**src/rtl/rsmp_pkg.sv**
```systemverilog
package rsmp_pkg;
  typedef enum logic [2:0] {PH_IDLE, PH_COEF, PH_PRIME, PH_RUN, PH_STALL} phase_e;
  typedef enum logic [1:0] {XF_IDLE, XF_SAVE, XF_LOAD, XF_READY} xfer_e;
endpackage

```
**src/rtl/rsmp_ctx_ram.sv**
```systemverilog
module rsmp_ctx_ram #(
  parameter int DEPTH = 32,
  parameter int DW    = 16,
  parameter int AW    = $clog2(DEPTH)
) (
  input  logic          clk_i,
  input  logic          we_i,
  input  logic [AW-1:0] waddr_i,
  input  logic [DW-1:0] wdata_i,
  input  logic [AW-1:0] raddr_i,
  output logic [DW-1:0] rdata_o
);
  logic [DW-1:0] mem [DEPTH];

  always_ff @(posedge clk_i)
    if (we_i) mem[waddr_i] <= wdata_i;

  assign rdata_o = mem[raddr_i];
endmodule

```
**src/rtl/rsmp_ctx_xfer.sv**
```systemverilog
// Spare register set plus save/load sequencer over the context RAM.
module rsmp_ctx_xfer
  import rsmp_pkg::*;
#(
  parameter int NUM_CH = 8,
  parameter int WORDS  = 4,
  parameter int DW     = 16,
  parameter int CH_W   = $clog2(NUM_CH)
) (
  input  logic               clk_i,
  input  logic               rst_ni,
  input  logic               start_i,
  input  logic               skip_save_i,
  input  logic [CH_W-1:0]    save_ch_i,
  input  logic [CH_W-1:0]    load_ch_i,
  input  logic               load_zero_i,
  input  logic               swap_i,
  input  logic [WORDS*DW-1:0] swap_in_i,
  output logic [WORDS*DW-1:0] spare_o,
  output logic               ready_o
);
  localparam int DEPTH = NUM_CH * WORDS;
  localparam int AW    = $clog2(DEPTH);
  localparam int IDX_W = (WORDS > 1) ? $clog2(WORDS) : 1;
  localparam logic [IDX_W-1:0] LAST = IDX_W'(WORDS - 1);

  xfer_e            st_q;
  logic [IDX_W-1:0] idx_q;
  logic [CH_W-1:0]  sch_q, lch_q;
  logic             lz_q;
  logic [DW-1:0]    spare_q [WORDS];
  logic [AW-1:0]    waddr, raddr;
  logic [DW-1:0]    rdata;

  assign waddr = AW'(sch_q) * AW'(WORDS) + AW'(idx_q);
  assign raddr = AW'(lch_q) * AW'(WORDS) + AW'(idx_q);

  rsmp_ctx_ram #(.DEPTH(DEPTH), .DW(DW), .AW(AW)) u_ram (
    .clk_i   (clk_i),
    .we_i    (st_q == XF_SAVE),
    .waddr_i (waddr),
    .wdata_i (spare_q[idx_q]),
    .raddr_i (raddr),
    .rdata_o (rdata)
  );

  always_ff @(posedge clk_i or negedge rst_ni) begin
    if (!rst_ni) begin
      st_q  <= XF_IDLE;
      idx_q <= '0;
      sch_q <= '0;
      lch_q <= '0;
      lz_q  <= 1'b0;
      for (int k = 0; k < WORDS; k++) spare_q[k] <= '0;
    end else begin
      if (swap_i)
        for (int k = 0; k < WORDS; k++) spare_q[k] <= swap_in_i[k*DW +: DW];
      if (start_i) begin
        st_q  <= skip_save_i ? XF_LOAD : XF_SAVE;
        idx_q <= '0;
        sch_q <= save_ch_i;
        lch_q <= load_ch_i;
        lz_q  <= load_zero_i;
      end else begin
        unique case (st_q)
          XF_SAVE: begin
            if (idx_q == LAST) begin
              st_q  <= XF_LOAD;
              idx_q <= '0;
            end else idx_q <= idx_q + 1'b1;
          end
          XF_LOAD: begin
            spare_q[idx_q] <= lz_q ? '0 : rdata;
            if (idx_q == LAST) st_q <= XF_READY;
            else idx_q <= idx_q + 1'b1;
          end
          default: ;
        endcase
      end
    end
  end

  for (genvar g = 0; g < WORDS; g++) begin : g_pack
    assign spare_o[g*DW +: DW] = spare_q[g];
  end

  assign ready_o = (st_q == XF_READY);
endmodule

```
**src/rtl/rsmp_slot_cnt.sv**
```systemverilog
module rsmp_slot_cnt #(
  parameter int CNT_W = 12
) (
  input  logic             clk_i,
  input  logic             rst_ni,
  input  logic             clr_i,
  input  logic             inc_i,
  input  logic [CNT_W-1:0] len_i,
  output logic             last_o
);
  logic [CNT_W-1:0] cnt_q;

  // len 0 behaves as 1: count+1 >= len is then always true
  assign last_o = ({1'b0, cnt_q} + 1'b1) >= {1'b0, len_i};

  always_ff @(posedge clk_i or negedge rst_ni)
    if (!rst_ni)    cnt_q <= '0;
    else if (clr_i) cnt_q <= '0;
    else if (inc_i) cnt_q <= cnt_q + 1'b1;
endmodule

```
**src/rtl/rsmp_ctx_sched.sv**
```systemverilog
module rsmp_ctx_sched
  import rsmp_pkg::*;
#(
  parameter  int NUM_CH    = 8,
  parameter  int CTX_WORDS = 4,
  parameter  int CTX_W     = 16,
  parameter  int CNT_W     = 12,
  localparam int CH_W      = $clog2(NUM_CH),
  localparam int IDX_W     = (CTX_WORDS > 1) ? $clog2(CTX_WORDS) : 1
) (
  input  logic                       clk_i,
  input  logic                       rst_ni,
  input  logic                       enable_i,
  input  logic [CH_W:0]              num_ch_i,
  input  logic [CNT_W-1:0]           slot_len_i,
  input  logic                       out_valid_i,
  input  logic                       coef_done_i,
  input  logic                       prime_done_i,
  input  logic                       upd_en_i,
  input  logic [IDX_W-1:0]           upd_idx_i,
  input  logic [CTX_W-1:0]           upd_data_i,
  output logic [CH_W-1:0]            cur_ch_o,
  output logic                       coef_load_o,
  output logic                       ipc_en_o,
  output logic                       bank_en_o,
  output logic                       dp_en_o,
  output logic                       stall_o,
  output logic [NUM_CH-1:0]          init_o,
  output logic [CTX_WORDS*CTX_W-1:0] ctx_o
);
  localparam int FLAT = CTX_WORDS * CTX_W;

  function automatic logic [CH_W-1:0] succ(input logic [CH_W-1:0] c, input logic [CH_W:0] n);
    logic [CH_W:0] inc;
    inc = {1'b0, c} + 1'b1;
    return (inc >= n) ? '0 : inc[CH_W-1:0];
  endfunction

  phase_e            ph_q;
  logic [CH_W-1:0]   cur_q, nxt_ch, nxt2_ch, load_ch;
  logic [NUM_CH-1:0] init_q;
  logic [CTX_W-1:0]  act_q   [CTX_WORDS];
  logic [CTX_W-1:0]  act_upd [CTX_WORDS];
  logic [CTX_W-1:0]  spare_w [CTX_WORDS];
  logic [FLAT-1:0]   upd_flat, spare_flat;
  logic              run, upd_ok, last, slot_end, do_sw, start_xf, idle;
  logic              xf_ready;

  assign idle     = (ph_q == PH_IDLE);
  assign run      = (ph_q == PH_RUN);
  assign upd_ok   = run && upd_en_i;
  assign nxt_ch   = succ(cur_q, num_ch_i);
  assign nxt2_ch  = succ(nxt_ch, num_ch_i);
  assign slot_end = run && out_valid_i && last;
  assign do_sw    = (slot_end || ph_q == PH_STALL) && xf_ready;
  assign start_xf = do_sw || (idle && enable_i);
  assign load_ch  = idle ? succ('0, num_ch_i) : nxt2_ch;

  always_comb begin
    act_upd = act_q;
    if (upd_ok) act_upd[upd_idx_i] = upd_data_i;
  end

  for (genvar g = 0; g < CTX_WORDS; g++) begin : g_ctx
    assign upd_flat[g*CTX_W +: CTX_W] = act_upd[g];
    assign spare_w[g]                 = spare_flat[g*CTX_W +: CTX_W];
    assign ctx_o[g*CTX_W +: CTX_W]    = act_q[g];
  end

  rsmp_slot_cnt #(.CNT_W(CNT_W)) u_cnt (
    .clk_i  (clk_i),
    .rst_ni (rst_ni),
    .clr_i  (do_sw || idle),
    .inc_i  (run && out_valid_i && !slot_end),
    .len_i  (slot_len_i),
    .last_o (last)
  );

  rsmp_ctx_xfer #(.NUM_CH(NUM_CH), .WORDS(CTX_WORDS), .DW(CTX_W), .CH_W(CH_W)) u_xfer (
    .clk_i       (clk_i),
    .rst_ni      (rst_ni),
    .start_i     (start_xf),
    .skip_save_i (idle),
    .save_ch_i   (cur_q),
    .load_ch_i   (load_ch),
    .load_zero_i (!init_q[load_ch]),
    .swap_i      (do_sw),
    .swap_in_i   (upd_flat),
    .spare_o     (spare_flat),
    .ready_o     (xf_ready)
  );

  always_ff @(posedge clk_i or negedge rst_ni) begin
    if (!rst_ni) begin
      ph_q   <= PH_IDLE;
      cur_q  <= '0;
      init_q <= '0;
    end else begin
      unique case (ph_q)
        PH_IDLE:  if (enable_i) begin
                    ph_q  <= PH_COEF;
                    cur_q <= '0;
                  end
        PH_COEF:  if (coef_done_i) ph_q <= PH_PRIME;
        PH_PRIME: if (prime_done_i) begin
                    ph_q          <= PH_RUN;
                    init_q[cur_q] <= 1'b1;
                  end
        default: begin
          if (do_sw) begin
            cur_q <= nxt_ch;
            ph_q  <= init_q[nxt_ch] ? PH_RUN : PH_COEF;
          end else if (slot_end) ph_q <= PH_STALL;
        end
      endcase
    end
  end

  // active set: swapped with the spare set on a switch
  always_ff @(posedge clk_i or negedge rst_ni) begin
    if (!rst_ni)
      for (int k = 0; k < CTX_WORDS; k++) act_q[k] <= '0;
    else if (do_sw)
      for (int k = 0; k < CTX_WORDS; k++) act_q[k] <= spare_w[k];
    else if (upd_ok)
      act_q[upd_idx_i] <= upd_data_i;
  end

  assign cur_ch_o    = cur_q;
  assign coef_load_o = (ph_q == PH_COEF);
  assign ipc_en_o    = (ph_q == PH_PRIME) || run;
  assign bank_en_o   = (ph_q == PH_PRIME) || run;
  assign dp_en_o     = run;
  assign stall_o     = (ph_q == PH_STALL);
  assign init_o      = init_q;
endmodule

```
**config.mk**
```make
export PLATFORM = sky130hd
export DESIGN_NAME = rsmp_ctx_sched
export DESIGN_NICKNAME = d
export VERILOG_FILES = /design/src/rtl/rsmp_pkg.sv /design/src/rtl/rsmp_ctx_ram.sv /design/src/rtl/rsmp_ctx_xfer.sv /design/src/rtl/rsmp_slot_cnt.sv /design/src/rtl/rsmp_ctx_sched.sv
export SDC_FILE = /design/constraint.sdc
export NUM_CORES = 1
export LEC_CHECK = 0
export BUFFER_PORTS_ARGS = -buffer_cell sky130_fd_sc_hd__buf_4
export CAP_MARGIN = 15
export CELL_PAD_IN_SITES_DETAIL_PLACEMENT = 1
export CELL_PAD_IN_SITES_GLOBAL_PLACEMENT = 2
export CORE_MARGIN = 8
export CORE_UTILIZATION = 47
export DETAILED_ROUTE_END_ITERATION = 8
export GPL_ROUTABILITY_DRIVEN = 0
export PLACE_DENSITY_LB_ADDON = 0.1
export SLEW_MARGIN = 20
export SYNTH_ARGS = -nofsm -noshare
export SYNTH_HDL_FRONTEND = slang
export SYNTH_SLANG_ARGS = --single-unit
```
**constraint.sdc**
```tcl
create_clock -name clk_i -period 4.6 [get_ports clk_i]
set_clock_uncertainty 0.05 [all_clocks]
set_input_delay 0.46 -clock clk_i [delete_from_list [all_inputs] [get_ports clk_i]]
set_output_delay 0.46 -clock clk_i [all_outputs]
set_load 0.05 [all_outputs]
```
== Yosys cells after proc, flatten, opt, wreduce, memory -nomap -nowiden ==
Memory sizes are Yosys's and may differ from the RTL's.
Index checks and enable logic that the tools add are counted.

* Memory bits (writable): 512
* Memories kept: 1
* Word-level logic and storage cells: 129
* Input port bits: 41
* Bits in registers: 165
* Output and inout bits: 80

{| class="wikitable"
|+ Memories
! memory !! depth !! bits a word !! read ports !! clocked after Yosys merged registers in !! wr ports !! line !! RTL
|-
| u_xfer.u_ram.mem || 32 || 16 || 1 || 0 || 1 || rsmp_ctx_ram.sv:13 || <nowiki>logic [DW-1:0] mem [DEPTH];</nowiki>
|}

* Reduce and logical (&&, ||, !) cells: 26
* Equal/unequal tests: 14
* Add/sub/neg operators: 7
* Bitwise operators: 4
* $lt $le $gt $ge: 12
* Muxes and demuxes: 48

{| class="wikitable"
|+ Operator list
! kind !! number
|-
| 64-bit 2-to-1 mux || 5
|-
| 64-bit bitwise mux || 2
|-
| 16-bit 2-to-1 mux || 5
|-
| 16-bit demux with 2-bit select || 2
|-
| 16-bit binary-select mux with 2-bit select || 1
|-
| 3-bit 2-to-1 mux || 10
|-
| 12-bit 2-to-1 mux || 2
|-
| 2-bit 2-to-1 mux || 8
|-
| 12-bit by 1-bit adder with 13-bit output, second input constant || 1
|-
| 13-bit by 12-bit >= comparator with 1-bit output || 1
|-
| 12-bit by 1-bit adder with 12-bit output, second input constant || 1
|-
| 3-bit by 4-bit < comparator with 1-bit output, second input constant || 3
|-
| 5-bit by 2-bit adder with 5-bit output || 2
|-
| 1-bit logical AND || 9
|-
| 3-bit one-hot mux with 3 select lines || 1
|-
| 3-bit by 1-bit adder with 4-bit output, second input constant || 2
|-
| 4-bit >= comparator || 2
|-
| 8-bit OR || 1
|-
| 2-bit one-hot mux with 2 select lines || 2
|-
| 1-bit binary-select mux with 3-bit select || 2
|-
| 2-bit == test, second input constant || 3
|-
| 3-bit by 2-bit == test with 1-bit output, second input constant || 2
|-
| 3-bit >= comparator, second input constant || 2
|-
| 3-bit by 1-bit < comparator with 1-bit output, second input constant || 2
|-
| other kinds (24) || 40
|}

== Logic depth before layout (Yosys ltp) ==
Gate-level depths: netlist of run 1.

* Word-level depth: 11
* Depth in mapped cells: 17

== Cells and area by module ==
Synthesis of run 1 repeated with hierarchy kept, for this count alone.

* Cell total of the unflattened synthesis: 2023
* Area, all modules: 29786.1 um^2

{| class="wikitable"
|+ By module, submodules not included
! module !! area each (um^2) !! cells each !! instances !! sequential area each (um^2)
|-
| rsmp_ctx_ram || 20215.6 || 1127 || 1 || 15374.7
|-
| rsmp_ctx_sched || 4396.7 || 415 || 1 || 1951.9
|-
| rsmp_ctx_xfer || 4130.2 || 363 || 1 || 1876.8
|-
| rsmp_slot_cnt || 1043.5 || 118 || 1 || 300.3
|}

== Least setup slack after synthesis of run 1 ==
No wires, ideal clock.

* Path type: register to register
* From: register cur_q[1], in the netlist cur_ch_o[1]
* To: register u_xfer.lz_q
* Buffers on the path: 0
* Arrival: 3.869 ns
* Stages on the path, launching flop included: 15
* Setup time: 0.096 ns
* Path slack: 0.585 ns
* Path through: dfrtp_1 ha_1 ha_1 a2111oi_2 o21a_1 ha_1 xor2_1 inv_1 ha_1 o21ai_0 o21ai_0 o21ai_0 mux2i_1 a21oi_1 o31ai_1

* Longest elaborated chain between the ends: 10

{| class="wikitable"
|+ RTL lines
! item !! line !! RTL
|-
| start, declared || rsmp_ctx_sched.sv:40 || <nowiki>logic [CH_W-1:0] cur_q, nxt_ch, nxt2_ch, load_ch;</nowiki>
|-
| start signal, assigned || rsmp_ctx_sched.sv:111 || <nowiki>cur_q <= nxt_ch;</nowiki>
|-
| 3-bit by 1-bit adder with 4-bit output * || rsmp_ctx_sched.sv:35 || <nowiki>inc = {1'b0, c} + 1'b1;</nowiki>
|-
| 4-bit >= comparator || rsmp_ctx_sched.sv:36 || <nowiki>return (inc >= n) ? '0 : inc[CH_W-1:0];</nowiki>
|-
| 3-bit 2-to-1 mux * || rsmp_ctx_sched.sv:36 ||
|-
| 3-bit by 1-bit adder with 4-bit output * || rsmp_ctx_sched.sv:35 ||
|-
| 4-bit >= comparator || rsmp_ctx_sched.sv:36 ||
|-
| 3-bit 2-to-1 mux * || rsmp_ctx_sched.sv:36 ||
|-
| 3-bit 2-to-1 mux * || rsmp_ctx_sched.sv:57 || <nowiki>assign load_ch = idle ? succ('0, num_ch_i) : nxt2_ch;</nowiki>
|-
| 1-bit binary-select mux with 3-bit select * || rsmp_ctx_sched.sv:86 || <nowiki>.load_zero_i (!init_q[load_ch]),</nowiki>
|-
| 1-bit 2-to-1 mux (not written as such) * || rsmp_ctx_sched.sv:86 ||
|-
| 1-bit zero test * || rsmp_ctx_sched.sv:86 ||
|-
| end signal, assigned || rsmp_ctx_xfer.sv:63 || <nowiki>lz_q <= load_zero_i;</nowiki>
|-
| end, declared || rsmp_ctx_xfer.sv:30 || <nowiki>logic lz_q;</nowiki>
|}

Every way passes the cells marked *; elsewhere a longest branch is shown, timed or not. The select of a mux whose other input is x is not followed.
A chain may end at the register's enable or synchronous reset.

== Worst setup path after layout of run 1 ==
Same ends and word-level chain as after synthesis.

==> results.yml, run 1 <==
cells_and_area:
  finalCoreUtilization_pct: 54.6
  seq_area_mm2: 0.0195
  mostFrequentLayoutCells: "512 x edfxtp_1, 185 x buf_4, 177 x mux4_2, 160 x dfrtp_1, 152 x nor2_1"
  antenna_cells: 0
  drive_gt1_share_pct: 29.0
  final_common_cell: "edfxtp_1"
  fin_area_mm2: 0.0327
  nets: 1892
  synthToLayoutAreaGrowth_pct: 15.6
  fillers: 5488
  multi_input_area_mm2: 0.00833
floorplan:
  io_pins: 121
  start_util_pct: 47.2
  fp.dieArea_mm2: 0.0684
  die_y_um: 262
  num_rows: 90
  core_area_mm2: 0.0600
  die_w_um: 262
timing:
  finalCritPeriodShare_pct: 90.3
  worstMarginPinSlew_ns: 0.960
  period_minus_slack_ns: 4.15
  final-setup-viol-count: 0
  final_max_slew_viol_count: 0
  slew_headroom_pct: 35.8
  hold_viol_final: 0
  worst_slack_ns: 0.448
  grt_setup_unrepaired: "false"
  timing.fmax_mhz: 241
  setup_tns_ns: 0
global_routing:
  grt_start_max_net_pins: 82
  grt_pass1_vias: 16677
  grtUsageTotal_pct: 21.9
  grt_pass1_wl_um: 110000
  antenna_found_initial: 4
  grt.overflow.total: 0
clock_network:
  cts_root_buf: "clkbuf_16"
  cts_tree: "built"
  postCtsHoldBufs: 2
  worst_skew_pair.late_latency_ns: 0.62
  path_clk_slew_ns: 0.06
  cts_max_path_buffers: 3
  cts_resized: 0
  cts_setup_buffers: 0
  numCtsBuffers: 72
  cts_max_level: 3
  clkSinkCount: 677
worst_setup_path:
  critical_path_arrival_ns: 4.61
  crit_type: "flop to flop"
  critPathLaunchType: "flop"
  endpoint_kind: "flop"
  max_stage_delay_ns: 0.46
  timing.critical_path.cells: "ha_1, ha_1, a2111oi_2, o21a_1, ha_1, xor2_1, inv_1, ha_1, a211oi_1, o21ai_0, o21ai_0, mux2i_1, a21oi_1, o31ai_1"
  crit_top_cell: "ha_1"
  cp_data_required_time_ns: 5.06
  cp_slowest_cell: "a2111oi_2"
  critPathMaxFanout: 7
routing:
  vias_per_cell: 5.96
  drt_iter0_drc: 1194
  routed_wl_um: 74000
  wire_per_inst_um: 27.9
  vias: 15816
  drt.antenna.violating_nets: 0
  first_pass_iters: 7
  drc_errors: 0
yosys:
  synth-seq-area-share_pct: 68.8
  synth_cells: 1656
  synth_edf_count: 512
  async_flop_share_pct: 24.4
  yosysWarnings: 0
  yosys_register_bits: 677
  synth_fp_nets: 1724
  synth_cell_type_count: 54
  syn_area_per_cell_um2: 17.1
  synth-main-ff-cell: "edfxtp_1"
  synth_area_mm2: 0.0283
power:
  irDropWorstVdd_uv: 508
  p_leak_uw: 0.0118
  p_per_area_mw_per_mm2: 689
placed_design:
  post-place-ws_ns: 0.487
  io_buffers: 120
  placement.cell_area_mm2: 0.0305
  hpwl_um: 45600
status:
  status: "finished, final reports clean"
job:
  cap_violations: 0
min_path:
  hold_class: "primary input to flop"
-- cells in the mapped netlist (all sizes together), types with 31 or more instances --
cell	number	share of area [%]
mux2	42	1.7
clkbuf	66	0.87
nor2	152	2.0
buf	36	0.64
a31oi	31	0.68
o21ai	91	1.6
dfrtp	165	15
a21oi	76	1.3
nand2	42	0.56
mux4	177	14
edfxtp	512	54
mux2i	70	2.5
-- cells by family after synthesis --
family,count (synthesis),synth area share (%)
DFF,677,68.8
xor gates and xnor gates,25,0.773
adders and majority gates,27,1.19
AOI/OAI and AO/OA,246,4.94
buffers and inverters,128,1.86
muxes,289,18.2
and+or+nand+nor,264,4.19
-- routing by layer --
| metal | wire length, µm | part of all wire (%) | up-vias | GRT usage, % |
|---|---|---|---|---|
| met5 | 0 | 0 | - | 0 |
| met4 | 2110 | 2.8 | 0 | 6.83 |
| met3 | 3630 | 4.9 | 115 | 3.97 |
| met2 | 36500 | 49 | 394 | 36.6 |
| met1 | 31800 | 43 | 8451 | 29.1 |
| li1 | - | - | 6856 | - |
-- worst paths after layout --
path,startpoint,end,slack (ns),depth (start not counted)
max in group asynchronous,rst_ni,ctx_o[8]$_DFF_PN0_,3.06,3
min in group asynchronous,rst_ni,u_cnt.cnt_q[7]$_DFFE_PN0P_,0.44,2
worst min register to register,u_xfer.spare_o[0]$_DFF_PN0_,u_xfer.spare_o[0]$_DFF_PN0_,0.48,2
worst max register to register,cur_ch_o[1]$_DFFE_PN0P_,u_xfer.lz_q$_DFFE_PN0P_,0.45,14
worst max-delay path,cur_ch_o[1]$_DFFE_PN0P_,u_xfer.lz_q$_DFFE_PN0P_,0.45,14
worst min-delay path,upd_data_i[7],ctx_o[7]$_DFF_PN0_,0.17,3
-- sequential cells by signal (all words and copies together) (netlist names) --
register	cells
ph_q	3
init_o	8
u_xfer.spare_o	64
u_xfer.sch_q	3
u_xfer.lz_q	1
u_xfer.u_ram.mem	512
u_xfer.st_q	2
u_cnt.cnt_q	12
cur_ch_o	3
u_xfer.lch_q	3
ctx_o	64
u_xfer.idx_q	2
-- final cells by class --
cell class              count  area share [%]
inverters                  26           0.298
well taps                 782            2.99
multi-input cells         851            25.4
repair buffers            196            4.83
clock buffers              94            6.01
flip-flops and latches    677            59.6
clock inverters            29           0.852
-- where the power goes --
part | switching (µW) | leakage [µW] | internal (µW)
clock | 2390 | 0.00109 | 3190
combinational | 4840 | 0.00398 | 2930
sequential | 861 | 0.00675 | 8350
total | 8090 | 0.0118 | 14500
-- stage by stage --
step	instances	power [µW]	hold slack (ns)
after global placement	2530	17000	0.461
final	2655	22600	0.170
after global routing	2655	23600	0.156
after floorplan	1656	14200	0.114
after CTS	2655	22800	0.131
after detailed placement	2530	17200	0.473
-- critical path, delay by kind of cell, from the launching register on --
family | cells | cell delay [ns]
buf+inv | 1 | 0.08
compound gates | 7 | 1.87
flops | 1 | 0.45
mux | 1 | 0.24
fa+ha+maj | 4 | 1.08
xor+xnor | 1 | 0.29
No activity file was read; power rests on OpenSTA's default activity.
==> run 2, diff against run 1 <==
- clock period: 4.6 -> 4 ns (I/O delays scaled with it)
==> run 2 against run 1 <==
Sequential share of layout area is 0.65 points lower; clock power is 19% higher; register-to-register slack worse by 0.05 ns; largest power group unchanged; highest routed layer unchanged.
==> results.yml, run 2 (synthesized netlist as in run 1, its figures left out) <==
clock_network:
  path_clk_slew_ns: 0.06
  cts_max_level: 3
  clkSinkCount: 677
  cts_root_buf: "clkbuf_16"
  worst_skew_pair.late_latency_ns: 0.61
  numCtsBuffers: 73
  cts_max_path_buffers: 3
  cts_tree: "built"
routing:
  vias: 15748
  wire_per_inst_um: 27.4
  drt.antenna.violating_nets: 0
  drc_errors: 0
  vias_per_cell: 5.88
  first_pass_iters: 5
  routed_wl_um: 73400
  drt_iter0_drc: 1038
global_routing:
  antenna_found_initial: 1
  grt_pass1_wl_um: 110000
  grtUsageTotal_pct: 21.8
  grt.overflow.total: 0
  grt_start_max_net_pins: 93
  grt_pass1_vias: 16992
worst_setup_path:
  cp_slowest_cell: "a2111oi_2"
  critical_path_arrival_ns: 4.07
  worst-path-buf-inv: 3
  crit_top_cell: "ha_1"
  max_stage_delay_ns: 0.44
  regToRegStartpoint: "cur_ch_o[0]$_DFFE_PN0P_"
  reg2reg_slack_ns: 0.40
  ff2ff_path_depth: 16
  cp_data_required_time_ns: 4.46
  critPathMaxFanout: 4
  r2r_end: "u_xfer.lz_q$_DFFE_PN0P_"
  timing.critical_path.cells: "buf_4, ha_1, nand2b_1, a2111oi_2, buf_4, o21a_1, ha_1, xor2_1, inv_1, ha_1, o21ai_0, o21ai_0, o21ai_2, mux2i_1, a21oi_1, o31ai_1"
  critPathLaunchType: "flop"
  endpoint_kind: "flop"
  cp.depth: 16
  endpoint: "u_xfer.lz_q$_DFFE_PN0P_"
  cp-startpoint: "cur_ch_o[0]$_DFFE_PN0P_"
  crit_type: "flop to flop"
  critical-path-top-delay-family: "compound AO/OA/AOI/OAI gates"
cells_and_area:
  drive_gt1_share_pct: 29.9
  fin_area_mm2: 0.0331
  final_common_cell: "edfxtp_1"
  largest_register_ffs: 512
  largest-register: "u_xfer.u_ram.mem"
  mostFrequentLayoutCells: "512 x edfxtp_1, 198 x buf_4, 177 x mux4_2, 161 x dfrtp_1, 151 x nor2_1"
  synthToLayoutAreaGrowth_pct: 16.8
  nets: 1912
timing:
  period_minus_slack_ns: 3.60
  hold_viol_final: 0
  worst_slack_ns: 0.398
  timing.fmax_mhz: 278
  final-setup-viol-count: 0
  finalCritPeriodShare_pct: 90.1
  final_max_slew_viol_count: 0
  grt_setup_unrepaired: "false"
  worstMarginPinSlew_ns: 0.954
  slew_headroom_pct: 36.4
  setup_tns_ns: 0
floorplan:
  start_util_pct: 47.2
  core_area_mm2: 0.0600
  fp.dieArea_mm2: 0.0684
  io_pins: 121
  die_w_um: 262
  num_rows: 90
  die_y_um: 262
power:
  p_per_area_mw_per_mm2: 795
  irDropWorstVdd_uv: 512
  comb_power_share_pct: 34.9
  internal-power_uw: 17000
  p_switching_uw: 9310
  seqPwrFrac_pct: 39.7
  power_frac_clock_pct: 25.4
  p_leak_uw: 0.0120
  p_sw_share_pct: 35.4
placed_design:
  placement.cell_area_mm2: 0.0307
  hpwl_um: 46000
  post-place-ws_ns: 0.0463
  io_buffers: 120
job:
  cap_violations: 0
min_path:
  hold_class: "primary input to flop"
status:
  status: "finished, final reports clean"
run 2: cell count changes in the layout (fill, tap and decap cells not counted), moves of 2 or more:
cell / previous run / this run
bufinv_16: 3 / 7
buf_4: 185 / 198
clkbuf_8: 4 / 2
buf_12: 8 / 14
o21ai_0: 91 / 89
run 2: area by class of cell:
class	count	area [µm²]
Inverter	26	97.6
Tap cell	782	978
Clock inverter	35	435
Sequential cell	677	19500
Fill cell	5478	26900
Clock buffer	93	1940
Multi-Input combinational cell	851	8330
Timing Repair Buffer	215	1800
Antenna cell	1	2.50
run 2: per-layer routing:
metal	vias to the layer above	track usage, %	routed length (µm)
met5	-	0	0
met4	0	6.58	2070
met3	117	3.62	3390
met2	385	36.3	35900
met1	8368	29.4	32100
li1	6878	-	-
run 2: worst register-to-register path: cells and delay by family, from the launching register on:
kind	cells	cell delay (ns)
flops	1	0.40
xor+xnor	1	0.19
mux	1	0.21
simple gates	1	0.17
fa+ha+maj	3	0.68
buf+inv	3	0.42
compound gates	7	1.43
run 2: worst min path at each step:
stage | from | endpoint | cells past startpoint
global route | upd_data_i[12] | ctx_o[60]$_DFF_PN0_ | 3
detailed placement | u_xfer.spare_o[11]$_DFF_PN0_ | u_xfer.spare_o[11]$_DFF_PN0_ | 2
floorplan | rst_ni | ctx_o[0]$_DFF_PN0_ | 0
CTS | upd_data_i[2] | ctx_o[50]$_DFF_PN0_ | 3
finish | upd_data_i[6] | ctx_o[6]$_DFF_PN0_ | 3
global placement | u_xfer.spare_o[21]$_DFF_PN0_ | u_xfer.spare_o[21]$_DFF_PN0_ | 2
run 2: power by group through the flow:
| stage | Combinational, µW | Clock, µW | Sequential [µW] |
|---|---|---|---|
| 2_1_floorplan | 5190 | 0 | 11200 |
| 3_3_place_gp | 9070 | 0 | 10600 |
| 3_5_place_dp | 9300 | 0 | 10600 |
| 4_1_cts | 9310 | 6850 | 10500 |
| 5_1_grt | 9870 | 7070 | 10600 |
| 6_report | 9200 | 6670 | 10500 |
run 2: metrics by stage:
step                hold slack [ns]  total power [µW]  utilization (%)  instances
floorplan                    0.0544             16300                -       1656
global placement              0.459             19600             51.1       2548
detailed placement            0.471             19900             51.1       2548
CTS                          0.0870             26600             55.1       2678
global route                  0.115             27500             55.1       2679
finish                        0.116             26300             55.1       2680
run 2: what timing repair did:
action                                  CTS  global route
hold endpoints to repair                 91             0
gates resized for setup                   0             4
endpoints found under the setup margin    0            56
hold buffers                              2             0
buffers inserted                          0             1
==> run 3, diff against run 2 <==
- CORE_UTILIZATION: 47 -> 48
- clock period: 4 -> 4.3 ns (I/O delays scaled with it)
==> run 3 against run 2 <==
Total power down 8.4%; routed wire length down 0.55%; hold slack better by 0.029 ns; clock-buffer cell count up 1; utilization up 0.74 points; fmax down 8.2%; sequential power down 6%; first-iteration DRC count up 25%; register-to-register slack worse by 0.02 ns; via count down 0.60%; sequential share of layout area up 0.54 points; sequential cell count unchanged; largest power group unchanged.
==> results.yml, run 3 (synthesized netlist as in run 1, its figures left out) <==
status:
  status: "finished, final reports clean"
timing:
  worst_slack_ns: 0.376
  final-setup-viol-count: 0
  period_minus_slack_ns: 3.92
  final_max_slew_viol_count: 0
  timing.fmax_mhz: 255
  setup_tns_ns: 0
  slew_headroom_pct: 32.2
  grt_setup_unrepaired: "false"
  worstMarginPinSlew_ns: 1.01
  finalCritPeriodShare_pct: 91.2
  hold_viol_final: 0
power:
  p_per_area_mw_per_mm2: 735
  p_leak_uw: 0.0119
  irDropWorstVdd_uv: 432
  total_power_uw: 24100
routing:
  drt_iter0_drc: 1294
  vias: 15653
  vias_per_cell: 5.89
  routed_wl_um: 73000
  drt.antenna.violating_nets: 0
  first_pass_iters: 5
  wire_per_inst_um: 27.5
  drc_errors: 0
job:
  cap_violations: 0
floorplan:
  fp.dieArea_mm2: 0.0671
  die_w_um: 259
  num_rows: 89
  start_util_pct: 48.3
  io_pins: 121
  core_area_mm2: 0.0587
  die_y_um: 259
worst_setup_path:
  crit_type: "flop to flop"
  critical_path_arrival_ns: 4.36
  endpoint_kind: "flop"
  cp_data_required_time_ns: 4.73
  max_stage_delay_ns: 0.43
  critPathMaxFanout: 84
  critPathLaunchType: "flop"
  timing.critical_path.cells: "and3_1, nand3_1, nor3_1, and3_1, xor2_1, ha_1, nand3_1, o211ai_1, o31ai_4, buf_12, buf_12, mux2_2"
  cp_slowest_cell: "dfrtp_1"
global_routing:
  grt_pass1_vias: 16802
  grt.overflow.total: 0
  grtUsageTotal_pct: 21.9
  antenna_found_initial: 0
  grt_start_max_net_pins: 93
  grt_pass1_wl_um: 110000
placed_design:
  placedCellCount: 2522
  hpwl_um: 46400
  post-place-ws_ns: 0.189
  io_buffers: 120
cells_and_area:
  antenna_cells: 0
  largest_register_ffs: 512
  fin_cells: 2656
  largest-register: "u_xfer.u_ram.mem"
  final_common_cell: "edfxtp_1"
  nets: 1894
  mostFrequentLayoutCells: "512 x edfxtp_1, 186 x buf_4, 177 x mux4_2, 160 x dfrtp_1, 152 x nor2_1"
  synthToLayoutAreaGrowth_pct: 15.8
  drive_gt1_share_pct: 29.4
clock_network:
  clkSinkCount: 677
  numCtsBuffers: 73
  path_clk_slew_ns: 0.06
  cts_root_buf: "clkbuf_16"
  cts_tree: "built"
  cts_max_level: 3
  cts_max_path_buffers: 3
  worst_skew_pair.late_latency_ns: 0.62
min_path:
  hold_class: "primary input to flop"
-- run 3: cell types whose count changed in the layout (fill, tap and decap cells not counted), sizes merged --
| cell | change |
|---|---|
| diode | -1 |
| bufinv | -3 |
| inv | +1 |
| clkinv | +5 |
| buf | -18 |
| clkbuf | +1 |
-- run 3: area by class of cell --
| cell class | count | area [µm²] |
|---|---|---|
| Sequential cell | 677 | 19500 |
| Clock inverter | 38 | 340 |
| Fill cell | 5276 | 25900 |
| Clock buffer | 94 | 1960 |
| Timing Repair Buffer | 197 | 1590 |
| Inverter | 26 | 97.6 |
| Tap cell | 773 | 967 |
| Multi-Input combinational cell | 851 | 8340 |
-- run 3: per-layer routing --
metal / vias to the layer above / global-route usage, % / part of all wire [%] / wire length (µm)
li1: 6859 / - / - / -
met1: 8317 / 29.7 / 43 / 31400
met2: 367 / 36.6 / 50 / 36200
met3: 110 / 4.11 / 5.2 / 3780
met4: 0 / 5.61 / 2.3 / 1650
met5: - / 0 / 0 / 0
-- run 3: stage by stage --
step	util, %	cell area, µm²	hold slack (ns)
floorplan	-	28300	0.0844
global placement	51.9	30500	0.458
detailed placement	51.9	30500	0.467
CTS	55.9	32800	0.108
global route	55.9	32800	0.136
finish	55.9	32800	0.144
-- run 3: timing repair --
item,in CTS,in global routing
hold buffers,2,0
setup endpoints to repair,0,1
resized for setup,0,3
endpoints found under the hold margin,91,0
buffers inserted,0,0
-- run 3: final timing paths --
kind	startpoint	end	slack [ns]	cells past startpoint
max	u_cnt.cnt_q[2]$_DFFE_PN0P_	ctx_o[42]$_DFF_PN0_	0.38	12
min	upd_data_i[2]	ctx_o[50]$_DFF_PN0_	0.14	3
max reg2reg	u_cnt.cnt_q[2]$_DFFE_PN0P_	ctx_o[42]$_DFF_PN0_	0.38	12
min reg2reg	init_o[3]$_DFFE_PN0P_	init_o[3]$_DFFE_PN0P_	0.48	2
max in group asynchronous	rst_ni	u_xfer.spare_o[13]$_DFF_PN0_	2.82	3
min in group asynchronous	rst_ni	u_cnt.cnt_q[8]$_DFFE_PN0P_	0.47	2
-- run 3: report_power, final --
group / switching (µW) / leakage [µW] / internal, µW / total, µW
logic: 5060 / 0.00399 / 3160 / 8220
clock network: 2570 / 0.00113 / 3480 / 6050
registers: 920 / 0.00675 / 8930 / 9840
-- run 3: worst max-delay path: cells and delay by family, from the launching register on --
kind | cells | cell delay [ns]
AO/OA/AOI/OAI | 2 | 0.65
AND/OR/NAND/NOR | 5 | 1.19
flip-flops | 1 | 0.43
buffers and inverters | 2 | 0.55
multiplexers | 1 | 0.38
adder cells (fa/ha/maj) | 1 | 0.29
XOR/XNOR | 1 | 0.23
